`src/rtl/sam_pkg.sv`:
```
`timescale 1ns/1ps
package sam_pkg;
    // Positions of the one-hot sequencer token
    localparam int ST_START = 0;
    localparam int ST_LOAD  = 1;
    localparam int ST_WAITB = 2;
    localparam int ST_ADD   = 3;
    localparam int ST_SHIFT = 4;
    localparam int ST_WAITN = 5;
    localparam int ST_DONE  = 6;
    localparam int NUM_ST   = 7;
endpackage

```
`src/rtl/sam_datapath.sv`:
```
`timescale 1ns/1ps
module sam_datapath #(
    parameter int WIDTH = 8
) (
    input  logic               clk_i,
    input  logic               rst_i,
    input  logic               load_i,
    input  logic               add_i,
    input  logic               shift_i,
    input  logic [WIDTH-1:0]   x_i,
    input  logic [WIDTH-1:0]   y_i,
    output logic               lsb_o,
    output logic               cnt_zero_o,
    output logic [2*WIDTH-1:0] prod_o
);
    localparam int CW = (WIDTH > 2) ? $clog2(WIDTH) : 1;

    typedef struct packed {
        logic             carry;
        logic [WIDTH-1:0] hi;
        logic [WIDTH-1:0] lo;
        logic [CW-1:0]    cnt;
    } dp_t;

    dp_t dp_d, dp_q;
    logic [WIDTH:0] sum;

    always_comb begin
        dp_d = dp_q;
        sum  = {1'b0, dp_q.hi} + {1'b0, x_i};
        if (load_i) begin
            dp_d.carry = 1'b0;
            dp_d.hi    = '0;
            dp_d.lo    = y_i;
            dp_d.cnt   = '0;
        end else if (add_i) begin
            dp_d.carry = sum[WIDTH];
            dp_d.hi    = sum[WIDTH-1:0];
        end else if (shift_i) begin
            dp_d.carry = 1'b0;
            dp_d.hi    = {dp_q.carry, dp_q.hi[WIDTH-1:1]};
            dp_d.lo    = {dp_q.hi[0], dp_q.lo[WIDTH-1:1]};
            dp_d.cnt   = dp_q.cnt + 1'b1;
        end
    end

    always_ff @(posedge clk_i) begin
        if (rst_i) begin
            dp_q <= '0;
        end else begin
            dp_q <= dp_d;
        end
    end

    assign lsb_o      = dp_q.lo[0];
    assign cnt_zero_o = (dp_q.cnt == '0);
    assign prod_o     = {dp_q.hi, dp_q.lo};


    load_capture_chk: assert property (@(posedge clk_i) disable iff (rst_i)
        load_i |=> (prod_o == {{WIDTH{1'b0}}, $past(y_i)}));
endmodule

```
`src/rtl/sam_sequencer.sv`:
```
`timescale 1ns/1ps
module sam_sequencer
    import sam_pkg::*;
(
    input  logic clk_i,
    input  logic rst_i,
    input  logic lsb_i,
    input  logic cnt_zero_i,
    output logic load_o,
    output logic add_o,
    output logic shift_o,
    output logic done_o
);
    logic [NUM_ST-1:0] tok_d, tok_q;
    logic              steer;

    always_comb begin
        tok_d           = '0;
        steer           = tok_q[ST_WAITB] | (tok_q[ST_WAITN] & ~cnt_zero_i);
        tok_d[ST_LOAD]  = tok_q[ST_START];
        tok_d[ST_WAITB] = tok_q[ST_LOAD];
        tok_d[ST_ADD]   = steer & lsb_i;
        tok_d[ST_SHIFT] = (steer & ~lsb_i) | tok_q[ST_ADD];
        tok_d[ST_WAITN] = tok_q[ST_SHIFT];
        tok_d[ST_DONE]  = tok_q[ST_DONE] | (tok_q[ST_WAITN] & cnt_zero_i);
    end

    always_ff @(posedge clk_i) begin
        if (rst_i) begin
            tok_q <= NUM_ST'(1) << ST_START;
        end else begin
            tok_q <= tok_d;
        end
    end

    assign load_o  = tok_q[ST_LOAD];
    assign add_o   = tok_q[ST_ADD];
    assign shift_o = tok_q[ST_SHIFT];
    assign done_o  = tok_q[ST_DONE];


    single_token_chk: assert property (@(posedge clk_i) disable iff (rst_i)
        $onehot(tok_q));


    skip_add_chk: assert property (@(posedge clk_i) disable iff (rst_i)
        (tok_q[ST_WAITB] && !lsb_i) |=> !add_o);


    done_sticky_chk: assert property (@(posedge clk_i) disable iff (rst_i)
        done_o |=> done_o);
endmodule

```
`src/rtl/shift_add_mul.sv`:
```
`timescale 1ns/1ps
module shift_add_mul #(
    parameter int WIDTH = 8
) (
    input  logic               clk_i,
    input  logic               rst_i,
    input  logic [WIDTH-1:0]   x_i,
    input  logic [WIDTH-1:0]   y_i,
    output logic [2*WIDTH-1:0] p_o,
    output logic               ready_o
);
    logic load, add, shift, lsb, cnt_zero;

    sam_sequencer u_seq (
        .clk_i      (clk_i),
        .rst_i      (rst_i),
        .lsb_i      (lsb),
        .cnt_zero_i (cnt_zero),
        .load_o     (load),
        .add_o      (add),
        .shift_o    (shift),
        .done_o     (ready_o)
    );

    sam_datapath #(.WIDTH(WIDTH)) u_dp (
        .clk_i      (clk_i),
        .rst_i      (rst_i),
        .load_i     (load),
        .add_i      (add),
        .shift_i    (shift),
        .x_i        (x_i),
        .y_i        (y_i),
        .lsb_o      (lsb),
        .cnt_zero_o (cnt_zero),
        .prod_o     (p_o)
    );


    product_frozen_chk: assert property (@(posedge clk_i) disable iff (rst_i)
        ($past(ready_o) && ready_o) |-> $stable(p_o));
endmodule

```
`config.mk`:
```
export PLATFORM = sky130hd
export DESIGN_NAME = shift_add_mul
export DESIGN_NICKNAME = d
export VERILOG_FILES = /design/src/rtl/sam_pkg.sv /design/src/rtl/sam_datapath.sv /design/src/rtl/sam_sequencer.sv /design/src/rtl/shift_add_mul.sv
export SDC_FILE = /design/constraint.sdc
export NUM_CORES = 1
export LEC_CHECK = 0
export BUFFER_PORTS_ARGS = -buffer_cell sky130_fd_sc_hd__buf_4
export CAP_MARGIN = 10
export CORE_ASPECT_RATIO = 1.25
export CORE_MARGIN = 4
export CORE_UTILIZATION = 56
export CTS_BUF_LIST = sky130_fd_sc_hd__clkbuf_2 sky130_fd_sc_hd__clkbuf_4 sky130_fd_sc_hd__clkbuf_8
export CTS_CLUSTER_SIZE = 12
export DETAILED_ROUTE_END_ITERATION = 10
export MAX_ROUTING_LAYER = met4
export PLACE_DENSITY = 0.82
export SLEW_MARGIN = 20
export SYNTH_ARGS = -nofsm -noshare
export SYNTH_HDL_FRONTEND = slang
export SYNTH_SLANG_ARGS = --single-unit
```
`constraint.sdc`:
```
create_clock -name clk_i -period 2.1 [get_ports clk_i]
set_input_delay 0.315 -clock clk_i [delete_from_list [all_inputs] [get_ports clk_i]]
set_output_delay 0.315 -clock clk_i [all_outputs]
set_load 0.005 [all_outputs]
```
==> reports/qor.yml <==
timing:
  setup-violations-final: 0
  fmax_mhz: 543
  min_period_over_period_pct: 87.6
  hold_viol: 0
  fin_worst_skew_ns: 0.00238
  layout_min_cycle_time_ns: 1.84
  relSlewSlack_pct: 76.2
  grt_setup_unrepaired: "no"
  tightest_slew_ns: 0.356
  drv_slew: 0
  tns_ns: 0
pwr:
  p_leak_nw: 0.819
  switching_share_pct: 24.6
  p_int_uw: 683
  peakVddDrop_uv: 357
  power_uw: 906
  switchingPower_uw: 223
  powerDensity_nw_per_um2: 492
  power_frac_clock_pct: 27.1
  pwr-share-comb_pct: 13.8
  p_seq_share_pct: 59.1
floorplan:
  core_um2: 2730
  die_x_um: 56.4
  ios: 35
  die_y_um: 68.5
  rows: 21
  initial_core_util_pct: 60.0
  die-area_um2: 3860
logic_synthesis:
  synth_ff_type: "dfxtp_1"
  postSynthCellCount: 181
  ys_warn_count: 0
  synthDistinctLibCells: 38
  async_reset_ff_share_pct: 0
  avgSynthCellArea_um2: 9.06
  syn_area_um2: 1640
  synth_edf_count: 0
  syn_nets: 210
  synth_top_cell_by_area: "dfxtp_1"
  synth-seq-cells: 27
  synthTopCellsByCount: "dfxtp_1 (27), nor2_1 (22), buf_4 (16), mux2i_1 (15), ha_1 (10)"
  synth-seq-area-share_pct: 33.0
  netlist_top_cells_area: "dfxtp_1 (33%), mux2i_1 (9.2%), ha_1 (7.6%)"
  yosysMostFrequentCell: "dfxtp_1"
  synth_top_area_share_pct: 33.0
clocking:
  post-cts-setup-buffers: 0
  numCtsBuffers: 3
  cts_tree: "done"
  cts_resized: 0
  cts_buffer_depth: 2
  clkTransAtPathRegs_ns: 0.14
  worstSkewPairLatency_ns: 0.33
  cts-root-buf: "clkbuf_4"
  cts_sinks: 27
  postCtsHoldBufs: 0
  htreeDepth: 1
routing:
  wl_per_cell_um: 15.0
  dr.first_iter.drc_count: 46
  viasPerCell: 5.79
  drc_errors: 0
  wirelength_mm: 3.50
  ant_nets: 0
  drtPass1Iterations: 4
  vias: 1349
finish:
  fill_cells: 238
  fin_cells: 233
  post-route-util_pct: 67.4
  drive_above_1_share_pct: 26.1
  layout.nets: 229
  antenna_cells: 0
  area_growth_pct: 12.3
setup_path:
  end_kind: "flop"
  critPathMaxStageDelay_ns: 0.41
  crit_fanout: 4
  cp_slowest_cell: "dfxtp_1"
  cp.arrival_ns: 2.07
  criticalPathCategory: "reg2reg"
  cp-start-kind: "flop"
  crit_path_cell_trace: "ha_1 > inv_1 > fa_1 > nor2b_1 > o31a_1 > mux2i_1 > o21ai_0"
  worstPathRequired_ns: 2.33
outcome:
  status: "completed"
global_route:
  use_met1_pct: 21.3
  grt_antenna_before_repair: 0
  grt_use_met2_pct: 37.7
  track_usage_pct: 20.2
  grt_max_degree: 19
  grt_pass1_vias: 1322
  use_met3_pct: 3.54
  busiest_layer: "met2"
  grt_first_pass_wirelength_mm: 5.96
  grt-ovfl-total: 0
placement:
  place_hpwl_mm: 2.72
  gp_congestion: 0.809
  io_buffer_count: 34
  dp.cells: 229
job:
  drv_cap: 0
worst_hold_path:
  hold_class: "in2reg"
==> final cells by class <==
type	instances	area, µm²	area share, %
multi-input cells	123	917	49.8
repair buffers	38	285	15.5
inverters	7	26.3	1.43
well taps	34	42.5	2.31
clock buffers	4	30.0	1.63
flip-flops and latches	27	541	29.3
==> per-stage QoR <==
step                      hold WS, ns  cell area, µm²  setup slack [ns]
after floorplan                 0.343            1640             0.473
after global placement          0.420            1810             0.358
after detailed placement        0.426            1810             0.279
after CTS                       0.207            1840             0.256
after global routing            0.192            1840            0.0620
final                           0.207            1840             0.260
==> critical path, delay by kind of cell (launching register included) <==
kind,cells,cell delay (ns)
flops,1,0.41
buf+inv,1,0.07
fa+ha+maj,2,0.63
mux,1,0.19
compound gates,2,0.28
simple gates,1,0.15
==> worst paths after layout <==
kind / from / to / slack, ns / cells past startpoint
setup / recovery: u_dp.prod_o[8]$_SDFFE_PP0P_ / u_dp.prod_o[14]$_SDFFE_PP0P_ / 0.26 / 7
hold / removal: rst_i / u_seq.tok_q[0]$_DFF_P_ / 0.21 / 1
setup reg to reg: u_dp.prod_o[8]$_SDFFE_PP0P_ / u_dp.prod_o[14]$_SDFFE_PP0P_ / 0.26 / 7
hold reg to reg: u_seq.tok_q[0]$_DFF_P_ / u_seq.tok_q[1]$_SDFF_PP0_ / 0.46 / 1
==> cells by family (layout without fill, tap and decap cells) <==
family | count (synthesis) | in the layout | share of synthesized area, %
buffers and inverters | 31 | 49 | 11.1
AND/OR/NAND/NOR | 53 | 53 | 16.6
adder cells (fa/ha/maj) | 11 | 11 | 8.85
AO/OA/AOI/OAI | 32 | 32 | 13.6
flip-flops | 27 | 27 | 33.0
multiplexers | 24 | 24 | 15.3
XOR/XNOR | 3 | 3 | 1.60
==> power groups by stage <==
stage	registers, mW	clock network [mW]	logic (mW)
after CTS	0.535	0.248	0.126
after global routing	0.538	0.278	0.138
after global placement	0.546	0	0.120
after detailed placement	0.546	0	0.126
final	0.535	0.245	0.125
after floorplan	0.543	0	0.0820
==> state kept, by name, indices dropped and copies added, names as in the netlist <==
name         flops
u_dp.lsb_o       1
u_dp.prod_o     15
u_seq.tok_q      7
u_dp.dp_q        4
==> cell usage in the layout (no fill, tap or decap), types with 2 or more instances in the layout <==
cell	netlist	layout
buf_4	16	38
dfxtp_1	27	27
nor2_1	22	22
mux2i_1	15	15
ha_1	10	10
mux2_2	9	9
o21ai_0	7	7
inv_1	6	6
a21oi_1	6	6
nor2b_1	6	6
nor3b_1	5	5
a211oi_1	4	4
nand2_1	4	4
nor3_1	4	4
nand3_1	4	4
clkbuf_4	0	4
a211o_1	3	3
xnor2_1	3	3
or4_1	2	2
nand2b_1	2	2
o211a_1	2	2
==> layer usage <==
metal	part of all wire [%]	wire (µm)	vias to the layer above
met5	0	0	-
met4	2.2	76	0
met3	6.1	215	9
met2	54	1870	60
met1	38	1340	619
li1	-	-	661
Note: power is estimated with default switching activity, not from simulation.
